[src/rtl/hexrec_pkg.sv]
package hexrec_pkg;

   typedef enum logic [2:0] {
      ST_HUNT,
      ST_LEN,
      ST_ADDR,
      ST_TYPE,
      ST_DATA,
      ST_CSUM,
      ST_DONE
   } hexrec_state_e;

   localparam logic [7:0] REC_MARK = 8'h3A;
   localparam int         BYTE_W   = 8;

endpackage

[src/rtl/hexrec_nibble.sv]
// Combinational ASCII to nibble decoder. Lower-case support is selected at elaboration.
module hexrec_nibble #(
   parameter bit ACCEPT_LOWER = 1'b1
) (
   input  logic [7:0] ch,
   output logic       is_hex,
   output logic [3:0] nib
);

   logic lower_ok;

   generate
      if (ACCEPT_LOWER) begin : g_lower
         assign lower_ok = 1'b1;
      end else begin : g_upper_only
         assign lower_ok = 1'b0;
      end
   endgenerate

   logic is_digit, is_upper, is_lower;

   always_comb begin
      is_digit = (ch >= 8'h30) && (ch <= 8'h39);
      is_upper = (ch >= 8'h41) && (ch <= 8'h46);
      is_lower = lower_ok && (ch >= 8'h61) && (ch <= 8'h66);
      is_hex   = is_digit || is_upper || is_lower;
      if (is_digit) begin
         nib = ch[3:0];
      end else if (is_upper || is_lower) begin
         nib = ch[3:0] + 4'd9;
      end else begin
         nib = 4'h0;
      end
   end

endmodule

[src/rtl/hexrec_sum.sv]
// Running modulo-256 record sum.
module hexrec_sum #(
   parameter int SUM_W = 8
) (
   input  logic             clk,
   input  logic             rst_n,
   input  logic             clr,
   input  logic             add,
   input  logic [SUM_W-1:0] byte_in,
   output logic [SUM_W-1:0] sum_plus
);

   logic [SUM_W-1:0] sum_q;

   assign sum_plus = sum_q + byte_in;

   always_ff @(posedge clk or negedge rst_n) begin
      if (!rst_n) begin
         sum_q <= '0;
      end else if (clr) begin
         sum_q <= '0;
      end else if (add) begin
         sum_q <= sum_plus;
      end
   end

endmodule

[src/rtl/hexrec_addr_gen.sv]
// Load-address register: high byte is held, low byte completes the load; steps per write.
module hexrec_addr_gen #(
   parameter int ADDR_W = 16
) (
   input  logic              clk,
   input  logic              rst_n,
   input  logic              ld_hi,
   input  logic              ld_lo,
   input  logic              step,
   input  logic [7:0]        byte_in,
   output logic [ADDR_W-1:0] addr_q
);

   localparam logic [ADDR_W-1:0] ONE = ADDR_W'(1);

   logic [7:0]  hi_byte_q;
   logic [15:0] full_addr;

   assign full_addr = {hi_byte_q, byte_in};

   always_ff @(posedge clk or negedge rst_n) begin
      if (!rst_n) begin
         hi_byte_q <= '0;
         addr_q    <= '0;
      end else begin
         if (ld_hi) begin
            hi_byte_q <= byte_in;
         end
         if (ld_lo) begin
            addr_q <= full_addr[ADDR_W-1:0];
         end else if (step) begin
            addr_q <= addr_q + ONE;
         end
      end
   end

endmodule

[src/rtl/hexrec_loader.sv]
module hexrec_loader
   import hexrec_pkg::*;
#(
   parameter int ADDR_W       = 16,
   parameter bit ACCEPT_LOWER = 1'b1
) (
   input  logic              clk,
   input  logic              rst_n,
   input  logic [7:0]        ch_data,
   input  logic              ch_valid,
   output logic              ch_ready,
   output logic [ADDR_W-1:0] wr_addr,
   output logic [7:0]        wr_data,
   output logic              wr_en,
   output logic              done,
   output logic              checksum_error,
   output logic              format_error
);

   generate
      if (ADDR_W < 1 || ADDR_W > 16) begin : g_bad_addr_w
         $error("hexrec_loader: ADDR_W must lie in 1..16");
      end
   endgenerate

   localparam int CNT_W = BYTE_W;

   hexrec_state_e    state_q, state_d;
   logic             hi_q;
   logic [3:0]       nhi_q;
   logic [CNT_W-1:0] len_q, fcnt_q, fcnt_inc;

   logic             is_hex;
   logic [3:0]       nib;
   logic [7:0]       cur_byte;
   logic             in_rec, start, nib_ok, byte_done, bad_char;
   logic             ld_hi, ld_lo, wr_fire, cs_fire, cs_bad;
   logic [7:0]       sum_plus;
   logic [ADDR_W-1:0] addr_q;

   assign ch_ready = 1'b1;

   hexrec_nibble #(.ACCEPT_LOWER(ACCEPT_LOWER)) nib_i (
      .ch     (ch_data),
      .is_hex (is_hex),
      .nib    (nib)
   );

   assign in_rec    = (state_q == ST_LEN) || (state_q == ST_ADDR) || (state_q == ST_TYPE)
                   || (state_q == ST_DATA) || (state_q == ST_CSUM);
   assign start     = ch_valid && (state_q == ST_HUNT) && (ch_data == REC_MARK);
   assign nib_ok    = ch_valid && in_rec && is_hex;
   assign byte_done = nib_ok && hi_q;
   assign bad_char  = ch_valid && in_rec && !is_hex;
   assign cur_byte  = {nhi_q, nib};
   assign fcnt_inc  = fcnt_q + CNT_W'(1);

   assign ld_hi   = byte_done && (state_q == ST_ADDR) && (fcnt_q == '0);
   assign ld_lo   = byte_done && (state_q == ST_ADDR) && (fcnt_q != '0);
   assign wr_fire = byte_done && (state_q == ST_DATA);
   assign cs_fire = byte_done && (state_q == ST_CSUM);
   assign cs_bad  = cs_fire && (sum_plus != 8'h00);

   hexrec_sum #(.SUM_W(BYTE_W)) sum_i (
      .clk      (clk),
      .rst_n    (rst_n),
      .clr      (start),
      .add      (byte_done),
      .byte_in  (cur_byte),
      .sum_plus (sum_plus)
   );

   hexrec_addr_gen #(.ADDR_W(ADDR_W)) addr_i (
      .clk     (clk),
      .rst_n   (rst_n),
      .ld_hi   (ld_hi),
      .ld_lo   (ld_lo),
      .step    (wr_fire),
      .byte_in (cur_byte),
      .addr_q  (addr_q)
   );

   always_comb begin
      state_d = state_q;
      if (start) begin
         state_d = ST_LEN;
      end else if (bad_char) begin
         state_d = ST_HUNT;
      end else if (byte_done) begin
         case (state_q)
            ST_LEN:  state_d = ST_ADDR;
            ST_ADDR: if (fcnt_q != '0) state_d = ST_TYPE;
            ST_TYPE: state_d = (len_q == '0) ? ST_CSUM : ST_DATA;
            ST_DATA: if (fcnt_inc == len_q) state_d = ST_CSUM;
            ST_CSUM: state_d = (len_q == '0) ? ST_DONE : ST_HUNT;
            default: state_d = state_q;
         endcase
      end
   end

   always_ff @(posedge clk or negedge rst_n) begin
      if (!rst_n) begin
         state_q <= ST_HUNT;
         hi_q    <= 1'b0;
         nhi_q   <= '0;
         len_q   <= '0;
         fcnt_q  <= '0;
      end else begin
         state_q <= state_d;
         if (start || bad_char || byte_done) begin
            hi_q <= 1'b0;
         end else if (nib_ok) begin
            hi_q  <= 1'b1;
            nhi_q <= nib;
         end
         if (byte_done && (state_q == ST_LEN)) begin
            len_q <= cur_byte;
         end
         if (start || (byte_done && (state_q == ST_LEN || state_q == ST_TYPE))) begin
            fcnt_q <= '0;
         end else if (byte_done && (state_q == ST_ADDR || state_q == ST_DATA)) begin
            fcnt_q <= fcnt_inc;
         end
      end
   end

   always_ff @(posedge clk or negedge rst_n) begin
      if (!rst_n) begin
         wr_en          <= 1'b0;
         wr_addr        <= '0;
         wr_data        <= '0;
         checksum_error <= 1'b0;
         format_error   <= 1'b0;
      end else begin
         wr_en <= wr_fire;
         if (wr_fire) begin
            wr_addr <= addr_q;
            wr_data <= cur_byte;
         end
         if (cs_bad) begin
            checksum_error <= 1'b1;
         end
         if (bad_char) begin
            format_error <= 1'b1;
         end
      end
   end

   assign done = (state_q == ST_DONE);

endmodule

[config.mk]
export PLATFORM = sky130hd
export DESIGN_NAME = hexrec_loader
export DESIGN_NICKNAME = d
export VERILOG_FILES = /design/src/rtl/hexrec_pkg.sv /design/src/rtl/hexrec_nibble.sv /design/src/rtl/hexrec_sum.sv /design/src/rtl/hexrec_addr_gen.sv /design/src/rtl/hexrec_loader.sv
export SDC_FILE = /design/constraint.sdc
export NUM_CORES = 1
export LEC_CHECK = 0
export BUFFER_PORTS_ARGS = -buffer_cell sky130_fd_sc_hd__buf_4
export CAP_MARGIN = 20
export CORE_AREA = 2 2 103 124
export CTS_BUF_LIST = sky130_fd_sc_hd__clkbuf_8
export CTS_CLUSTER_DIAMETER = 40
export DETAILED_ROUTE_END_ITERATION = 6
export DIE_AREA = 0 0 105 126
export GPL_TIMING_DRIVEN = 0
export SLEW_MARGIN = 10
export SYNTH_ARGS = -nofsm -noshare
export SYNTH_HDL_FRONTEND = slang
export SYNTH_SLANG_ARGS = --single-unit
export TNS_END_PERCENT = 10
[constraint.sdc]
create_clock -name clk -period 4.45 [get_ports clk]
set_input_delay 1.1125 -clock clk [delete_from_list [all_inputs] [get_ports clk]]
set_output_delay 1.1125 -clock clk [all_outputs]
set_load 0.05 [all_outputs]
==> results.sh, run 1 <==
export IMPL_status="finished, final reports clean"
export IMPL_antennaDiodeCount=0
export IMPL_setup_worst_path_start_class="input pin"
export IMPL_gr_total_overflow=0
export IMPL_synth_nets=515
export IMPL_syn_avg_cell_area_um2=9.15
export IMPL_die_y_um=126
export IMPL_synth_flop_cell="dfrtp_1"
export IMPL_vias=3630
export IMPL_fin_crit_ns=3.95
export IMPL_antenna_found_initial=0
export IMPL_syn_to_final_growth_pct=17.0
export IMPL_setup_tns_ns=0
export IMPL_synth_commonest_cells="nand2_1, dfrtp_1, o21ai_0"
export IMPL_gp_congestion=0.814
export IMPL_drive_above_1_share_pct=16.2
export IMPL_clock_root_buffer="clkbuf_8"
export IMPL_r2r_setup_slack_ns=2.09
export IMPL_cts_sinks=83
export IMPL_relSlewSlack_pct=57.5
export IMPL_ys_seq_elements=83
export IMPL_p_sw_mw=0.450
export IMPL_required_ns=4.67
export IMPL_ys_types=60
export IMPL_grt_pass1_vias=3695
export IMPL_synth_top_cell_by_area="dfrtp_1"
export IMPL_hold_path_class="flip-flop to flip-flop"
export IMPL_dpl_cell_area_um2=4960
export IMPL_holdBufCountCts=0
export IMPL_synthTopCellsByArea="dfrtp_1, nand2_1, mux2_2, o21ai_0, ha_1"
export IMPL_stdcell_area_um2=5230
export IMPL_start_util_pct=37.3
export IMPL_cts_tree="done"
export IMPL_cts_resized=0
export IMPL_r2r_start="state_q[1]"
export IMPL_hold_path_startpoint="wr_data[6]"
export IMPL_async_reset_ff_share_pct=100
export IMPL_maxSlewViolCount=0
export IMPL_setup_viol=0
export IMPL_worstPathMaxFanout=9
export IMPL_rsz0062_at_grt="no"
export IMPL_drt_first_pass_iters=5
export IMPL_h_tree_depth=3
export IMPL_path_cells="buf_4 > inv_1 > ha_1 > o21ba_2 > o21ai_2 > a22oi_1 > nor2_1 > ha_1 > nor2b_1 > nor3_1 > o21bai_1 > a21oi_1 > xor2_1 > a41oi_1"
export IMPL_grt_usage_pct=16.7
export IMPL_grt_pass1_wl_um=17700
export IMPL_critical_path_top_delay_family="compound AO/OA/AOI/OAI gates"
export IMPL_clk_path_buf_depth=2
export IMPL_pwr_density_cell_nw_per_um2=320
export IMPL_p_total_mw=1.67
export IMPL_stdcell_count=705
export IMPL_port_buffers=38
export IMPL_ant_nets=0
export IMPL_io_pins=40
export IMPL_die_area_um2=13200
export IMPL_synth_warnings=0
export IMPL_dp_hpwl_um=7610
export IMPL_clk_insertion_delay_late_ns=0.36
export IMPL_fmax_mhz=253
export IMPL_yosysMostFrequentCell="nand2_1"
export IMPL_worstHoldEndpoint="wr_data[6]"
export IMPL_critPathSlowestCell="nor2_1"
export IMPL_placed_cells=688
export IMPL_r2r_end="fcnt_q[1]"
export IMPL_nNetsFinal=565
export IMPL_dieWidth_um=105
export IMPL_path_clk_slew_ns=0.08
export IMPL_max_slew_worst_pin_slew_ns=0.627
export IMPL_seqPwrFrac_pct=49.3
export IMPL_drt_iter0_drc=176
export IMPL_core_area_um2=12000
export IMPL_numCtsBuffers=9
export IMPL_whs_path_depth=2
export IMPL_crit_buf_inv=2
export IMPL_end_kind="flip-flop"
export IMPL_synth_edf_count=0
export IMPL_grt_start_max_net_pins=84
export IMPL_critPathMaxStageDelay_ns=0.46
export IMPL_ff2ff_path_depth=8
export IMPL_ys_seq_area_share_pct=46.4
export IMPL_routedWlPerCell_um=14.8
export IMPL_crit_top_cell="ha_1"
export IMPL_syn_cell_area_um2=4470
export IMPL_switching_share_pct=26.9
export IMPL_syn_inst=489
export IMPL_p_leak_nw=2.49
export IMPL_post_route_drc_count=0
export IMPL_maxCapViolCount=0
export IMPL_clkPwrFrac_pct=40.2
export IMPL_crit_type="input pin to flip-flop"
export IMPL_ir_drop_mv=0.168
export IMPL_hold_ws_ns=0.479
export IMPL_combPwrFrac_pct=10.5
export IMPL_routed_wl_um=10500
export IMPL_critPathArrivalTime_ns=4.16
export IMPL_hold_viol=0
export IMPL_rows=44
export IMPL_postCtsSetupBuffers=0
export IMPL_via_per_inst=5.15
export IMPL_skew_ns=0.00725
export IMPL_p_int_mw=1.22
export IMPL_min_period_over_period_pct=88.7
export IMPL_synth_top_area_share_pct=46.4
## sequential cells by signal, summed over array words and instances (netlist names)
name              flops
hi_q                  1
sum_i.sum_q           8
format_error          1
state_q               3
wr_data               8
nhi_q                 4
addr_i.hi_byte_q      8
addr_i.addr_q        16
wr_en                 1
wr_addr              16
fcnt_q                8
checksum_error        1
len_q                 8
## per-layer routing
layer  global-route usage [%]  vias up  wire length (um)
met5                        0        -                 0
met4                     8.86        0               203
met3                     1.92       16               268
met2                     28.8       67              5180
met1                     20.6     1753              4810
li1                         -     1794                 -
## final cells by class
class | instances | area [um^2]
Clock buffer | 9 | 124
Fill cell | 1219 | 6770
Clock inverter | 7 | 121
Sequential cell | 83 | 2080
Tap cell | 161 | 201
Inverter | 19 | 71.3
Multi-Input combinational cell | 365 | 2220
Timing Repair Buffer | 39 | 313
Buffer | 22 | 108
## kinds of logic after synthesis
| group | count (synthesis) | synth area share, % |
|---|---|---|
| other | 1 | 0.0838 |
| AO/OA/AOI/OAI | 93 | 13.1 |
| AND/OR/NAND/NOR | 210 | 22.0 |
| multiplexers | 20 | 4.98 |
| adder cells (fa/ha/maj) | 15 | 4.36 |
| XOR/XNOR | 26 | 5.09 |
| buffers and inverters | 41 | 4.00 |
| flip-flops | 83 | 46.4 |
## power by group through the flow
stage | Sequential [mW] | Combinational (mW) | Clock (mW)
final | 0.825 | 0.176 | 0.673
after CTS | 0.826 | 0.174 | 0.685
after global placement | 0.841 | 0.170 | 0
after floorplan | 0.824 | 0.109 | 0
after detailed placement | 0.841 | 0.173 | 0
after global routing | 0.829 | 0.198 | 0.714
## worst max-delay path by stage
| stage | from | to | slack [ns] | depth (start not counted) |
|---|---|---|---|---|
| 3_5_place_dp | ch_data[0] | checksum_error | 0.11 | 14 |
| 5_1_grt | ch_data[0] | checksum_error | 0.24 | 14 |
| 6_report | ch_data[0] | checksum_error | 0.50 | 14 |
| 3_3_place_gp | ch_data[0] | checksum_error | 0.23 | 14 |
| 4_1_cts | ch_data[0] | checksum_error | 0.49 | 14 |
| 2_1_floorplan | ch_data[0] | checksum_error | 0.79 | 15 |
## worst register-to-register path, delay by kind of cell, from the launching register on
| kind | cells | cell delay, ns |
|---|---|---|
| simple gates | 3 | 0.44 |
| buf+inv | 2 | 0.64 |
| flops | 1 | 0.38 |
| compound gates | 3 | 0.78 |
## layout by cell type (no fill, tap or decap), types with 4 or more instances in the layout
cell / count
nand3_1: 25
o21bai_1: 4
nor3_1: 6
clkbuf_8: 9
and3_1: 8
o21ai_0: 36
dfrtp_1: 83
buf_2: 5
mux2_2: 18
buf_4: 39
xnor2_1: 15
a31oi_1: 5
and2_1: 5
nor3b_1: 4
xor2_1: 11
inv_1: 18
a21oi_1: 17
o311ai_1: 4
ha_1: 14
nand2_1: 104
nor2_1: 25
clkbuf_1: 13
nand4_1: 7
nor4_1: 4
## stage by stage
| stage | setup WS [ns] | utilization (%) |
|---|---|---|
| 6_report | 0.503 | 43.6 |
| 5_1_grt | 0.238 | 43.6 |
| 4_1_cts | 0.493 | 43.4 |
| 3_5_place_dp | 0.108 | 41.3 |
| 3_3_place_gp | 0.233 | 41.3 |
| 2_1_floorplan | 0.791 | - |
Note: power is estimated with default switching activity, not from simulation.
==> run 2: changes to the inputs <==
- GPL_TIMING_DRIVEN: 0 -> not set
==> run 2 against run 1 <==
Core utilization down 0.90 points. Clock-buffer cell count up 1. Sequential power is 1% higher. Die area stayed put. Total power shrank 4.9%. Worst setup slack better by 0.17 ns.
==> results.sh, run 2 (same netlist as run 1, synthesis figures left out) <==
export IMPL_start_util_pct=37.3
export IMPL_crit_type="input pin to flip-flop"
export IMPL_h_tree_depth=3
export IMPL_p_leak_nw=2.45
export IMPL_holdBufCountCts=0
export IMPL_pwr_density_cell_nw_per_um2=311
export IMPL_required_ns=4.67
export IMPL_crit_top_cell="inv_1"
export IMPL_drt_first_pass_iters=4
export IMPL_antennaDiodeCount=0
export IMPL_ff2ff_path_depth=7
export IMPL_dpl_cell_area_um2=4880
export IMPL_path_clk_slew_ns=0.08
export IMPL_fin_crit_ns=3.78
export IMPL_cts_sinks=83
export IMPL_maxCapViolCount=0
export IMPL_setup_tns_ns=0
export IMPL_grt_pass1_wl_um=17300
export IMPL_ant_nets=0
export IMPL_vias=3542
export IMPL_clk_insertion_delay_late_ns=0.35
export IMPL_hold_path_startpoint="wr_addr[4]"
export IMPL_mostFrequentLayoutCells="nand2_1, dfrtp_1, buf_4"
export IMPL_dp_hpwl_um=7080
export IMPL_setup_worst_path_start_class="input pin"
export IMPL_clock_root_buffer="clkbuf_8"
export IMPL_nNetsFinal=547
export IMPL_critPathArrivalTime_ns=4.00
export IMPL_whs_path_depth=2
export IMPL_critical_path_top_delay_family="compound AO/OA/AOI/OAI gates"
export IMPL_rows=44
export IMPL_io_pins=40
export IMPL_grt_usage_pct=16.3
export IMPL_crit_buf_inv=3
export IMPL_die_y_um=126
export IMPL_r2r_start="state_q[0]"
export IMPL_cts_tree="done"
export IMPL_fmax_mhz=264
export IMPL_r2r_setup_slack_ns=1.97
export IMPL_hold_path_class="flip-flop to flip-flop"
export IMPL_skew_ns=0.0122
export IMPL_status="finished, final reports clean"
export IMPL_port_buffers=38
export IMPL_path_cells="buf_4 > inv_1 > ha_1 > o21ba_2 > o21ai_2 > mux2i_1 > nor2_1 > inv_1 > fa_1 > nor2b_1 > nor3_1 > a2bb2oi_1 > nor4b_1 > a41oi_1"
export IMPL_routedWlPerCell_um=14.8
export IMPL_stdcell_count=686
export IMPL_final_common_cell="nand2_1"
export IMPL_numCtsBuffers=9
export IMPL_core_area_um2=12000
export IMPL_dieWidth_um=105
export IMPL_hold_viol=0
export IMPL_grt_pass1_vias=3480
export IMPL_syn_to_final_growth_pct=14.6
export IMPL_postCtsSetupBuffers=0
export IMPL_end_kind="flip-flop"
export IMPL_via_per_inst=5.16
export IMPL_r2r_end="addr_i.addr_q[2]"
export IMPL_routed_wl_um=10200
export IMPL_p_total_mw=1.59
export IMPL_cts_resized=0
export IMPL_drt_iter0_drc=120
export IMPL_pre_cts_slack_ns=0.266
export IMPL_drive_above_1_share_pct=15.8
export IMPL_setup_viol=0
export IMPL_stdcell_area_um2=5130
export IMPL_final_setup_worst_slack_ns=0.668
export IMPL_min_period_over_period_pct=85.0
export IMPL_relSlewSlack_pct=60.4
export IMPL_gp_congestion=0.826
export IMPL_placed_cells=670
export IMPL_grt_start_max_net_pins=84
export IMPL_maxSlewViolCount=0
export IMPL_die_area_um2=13200
export IMPL_ir_drop_mv=0.148
export IMPL_rsz0062_at_grt="no"
export IMPL_critPathSlowestCell="fa_1"
export IMPL_antenna_found_initial=0
export IMPL_worstHoldEndpoint="wr_addr[4]"
export IMPL_post_route_drc_count=0
export IMPL_critPathMaxStageDelay_ns=0.47
export IMPL_max_slew_worst_pin_slew_ns=0.585
export IMPL_worstPathMaxFanout=9
export IMPL_gr_total_overflow=0
export IMPL_clk_path_buf_depth=2
export IMPL_largestRegisters="addr_i.addr_q (16), wr_addr (16)"
run 2: routing by layer:
layer / wire [um] / GRT usage, % / vias to the layer above / part of all wire [%]
li1: - / - / 1754 / -
met1: 4720 / 21.6 / 1699 / 46
met2: 4910 / 26.2 / 71 / 48
met3: 312 / 3.00 / 18 / 3.1
met4: 235 / 6.75 / 0 / 2.3
met5: 0 / 0 / - / 0
run 2: worst max-delay path by stage:
stage,startpoint,to,slack (ns),cells after the start
after CTS,ch_data[0],checksum_error,0.66,14
after global placement,ch_data[0],checksum_error,0.45,14
after global routing,ch_data[0],checksum_error,0.41,17
final,ch_data[0],checksum_error,0.67,14
after detailed placement,ch_data[0],checksum_error,0.27,14
after floorplan,ch_data[0],checksum_error,0.79,15
run 2: worst reg2reg max path, stage by stage, from the launching register on:
cell and delay [ns]:
dfrtp_1 0.48, or2_1 0.30, or2_1 0.27, a211o_1 0.34
buf_4 0.30, o21a_4 0.23, o21bai_1 0.16, a221o_1 0.30
run 2: layout make-up:
type	count	area (um^2)
Fill cell	1250	6880
Multi-Input combinational cell	365	2220
Sequential cell	83	2080
Timing Repair Buffer	43	343
Tap cell	161	201
Clock buffer	10	138
Clock inverter	5	77.6
Inverter	19	71.3
run 2: report_power, final:
group	total, mW	internal [mW]	switching (mW)
Combinational	0.163	0.0628	0.101
Sequential	0.834	0.778	0.0559
Clock	0.595	0.326	0.269
Total	1.59	1.17	0.425
run 2: stage by stage:
step	hold slack (ns)	utilization (%)
after floorplan	0.446	-
after global placement	0.461	40.7
after detailed placement	0.464	40.7
after CTS	0.485	42.5
after global routing	0.517	42.7
final	0.478	42.7
==> run 3: changes to the inputs <==
- clock period: 4.45 -> 3.1 ns (I/O delays scaled with it)
==> run 3 against run 2 <==
Routed wire length up 4.8%. Flip-flop and latch count unchanged. Register-to-register slack worse by 1.1 ns. Total power up 48%. Critical path depth up 1. Combinational power up 58%. Sequential share of layout area down 2.7 points. First-iteration DRC count up 51%. Largest power group unchanged. Critical endpoint unchanged. Global-route usage up 0.64 points. Clock power up 53%. Cell area up 7.3%.
==> results.sh, run 3 (same netlist as run 1, synthesis figures left out) <==
export IMPL_crit_type="input pin to flip-flop"
export IMPL_antenna_found_initial=0
export IMPL_io_pins=40
export IMPL_dieWidth_um=105
export IMPL_status="finished, final reports clean"
export IMPL_h_tree_depth=3
export IMPL_routedWlPerCell_um=14.9
export IMPL_dr_max_layer_used="met4"
export IMPL_ant_nets=0
export IMPL_min_period_over_period_pct=97.0
export IMPL_syn_to_final_growth_pct=22.9
export IMPL_maxCapViolCount=0
export IMPL_crit_buf_inv=3
export IMPL_drt_iter0_drc=181
export IMPL_clk_insertion_delay_late_ns=0.36
export IMPL_grt_start_max_net_pins=52
export IMPL_clk_path_buf_depth=2
export IMPL_dr_wl_met2_um=5330
export IMPL_seq_area_um2=2080
export IMPL_ff2ff_path_depth=6
export IMPL_grt_pass1_vias=3626
export IMPL_critPathMaxStageDelay_ns=0.28
export IMPL_critPathArrivalTime_ns=3.23
export IMPL_maxSlewViolCount=0
export IMPL_core_area_um2=12000
export IMPL_nFillCells=1173
export IMPL_drive_above_1_share_pct=23.6
export IMPL_grt_usage_pct=16.9
export IMPL_hold_path_class="input pin to async pin"
export IMPL_r2r_start="state_q[0]"
export IMPL_dp_hpwl_um=7590
export IMPL_cp_depth=15
export IMPL_port_buffers=38
export IMPL_final_common_cell="nand2_1"
export IMPL_setup_worst_path_start_class="input pin"
export IMPL_post_route_drc_count=0
export IMPL_gp_congestion=0.876
export IMPL_required_ns=3.33
export IMPL_path_cells="buf_4 > inv_12 > ha_4 > o21ba_4 > o21ai_4 > buf_4 > a22oi_1 > nor2_1 > ha_1 > nor2b_4 > nor3_2 > o21bai_1 > a21oi_1 > xor2_1 > a41oi_1"
export IMPL_critical_path_top_delay_family="compound AO/OA/AOI/OAI gates"
export IMPL_critPathSlowestCell="ha_1"
export IMPL_grt_pass1_wl_um=18000
export IMPL_hold_viol=0
export IMPL_crit_top_cell="buf_4"
export IMPL_relSlewSlack_pct=54.5
export IMPL_routed_wl_um=10700
export IMPL_r2r_end="addr_i.addr_q[2]"
export IMPL_ir_drop_mv=0.173
export IMPL_rows=44
export IMPL_fin_crit_ns=3.01
export IMPL_max_slew_worst_pin_slew_ns=0.682
export IMPL_gr_total_overflow=0
export IMPL_fmax_mhz=333
export IMPL_die_y_um=126
export IMPL_pwr_density_cell_nw_per_um2=430
export IMPL_met1_length_um=4820
export IMPL_clock_root_buffer="clkbuf_8"
export IMPL_mostFrequentLayoutCells="nand2_1, dfrtp_1, buf_4"
export IMPL_worstPathMaxFanout=6
export IMPL_r2r_setup_slack_ns=0.85
export IMPL_setup_viol=0
export IMPL_drt_first_pass_iters=4
export IMPL_path_clk_slew_ns=0.09
export IMPL_numCtsBuffers=9
export IMPL_end_kind="flip-flop"
export IMPL_skew_ns=0.0169
export IMPL_holdBufCountCts=0
export IMPL_setup_tns_ns=0
export IMPL_via_per_inst=5.16
export IMPL_die_area_um2=13200
export IMPL_antennaDiodeCount=0
export IMPL_fin_util_pct=45.8
export IMPL_p_leak_nw=2.63
export IMPL_start_util_pct=37.3
export IMPL_multi_input_area_um2=2320
export IMPL_met3_length_um=376
export IMPL_cts_sinks=83
export IMPL_largestRegisters="addr_i.addr_q (16), wr_addr (16)"
export IMPL_vias=3701
export IMPL_nNetsFinal=577
export IMPL_cts_tree="done"
run 3: cell count changes in the layout (fill, tap and decap cells not counted), moves of 2 or more:
cell,change
nor4b_1,-2
inv_6,+2
ha_1,-3
o21ai_1,+2
inv_2,+2
inv_1,-3
nor4b_2,+2
o21ai_0,-2
buf_4,+28
ha_4,+2
buf_12,+3
run 3: how the worst max path moves through the flow:
stage	start	to	slack, ns
after floorplan	ch_data[1]	checksum_error	-0.02
after global placement	ch_data[4]	checksum_error	-0.28
after detailed placement	ch_data[4]	checksum_error	-0.38
after CTS	ch_data[1]	checksum_error	0.02
after global routing	ch_data[1]	checksum_error	-0.07
final	ch_data[1]	checksum_error	0.09
run 3: final cells by class:
type,instances,area share [%]
Multi-Input combinational cell,365,42.1
Sequential cell,83,37.8
Timing Repair Buffer,73,10.6
Tap cell,161,3.66
Clock buffer,11,2.75
Inverter,19,1.52
Clock inverter,5,1.50
run 3: timing repair:
action                     CTS  global route
pin swaps                    0             4
gates resized for setup      1            11
setup endpoints to repair    1             4
setup buffers                0             2
run 3: power breakdown:
group,total (mW),internal [mW],switching (mW)
clock,0.910,0.503,0.407
combinational,0.258,0.108,0.150
sequential,1.20,1.12,0.0787
total,2.36,1.73,0.636
run 3: routing by layer:
metal / GRT usage [%] / up-vias
met2: 28.8 / 77
met3: 3.31 / 11
met5: 0 / -
met4: 5.18 / 0
met1: 21.7 / 1797
li1: - / 1816
run 3: stage by stage:
step / power, mW / worst slack [ns] / instances / hold slack, ns / instance area (um^2)
floorplan: 1.35 / -0.0189 / 489 / 0.446 / 4540
global placement: 1.47 / -0.276 / 699 / 0.459 / 5200
detailed placement: 1.47 / -0.375 / 699 / 0.464 / 5200
CTS: 2.38 / 0.0191 / 715 / 0.463 / 5440
global route: 2.48 / -0.0711 / 717 / 0.480 / 5500
finish: 2.36 / 0.0942 / 717 / 0.444 / 5500
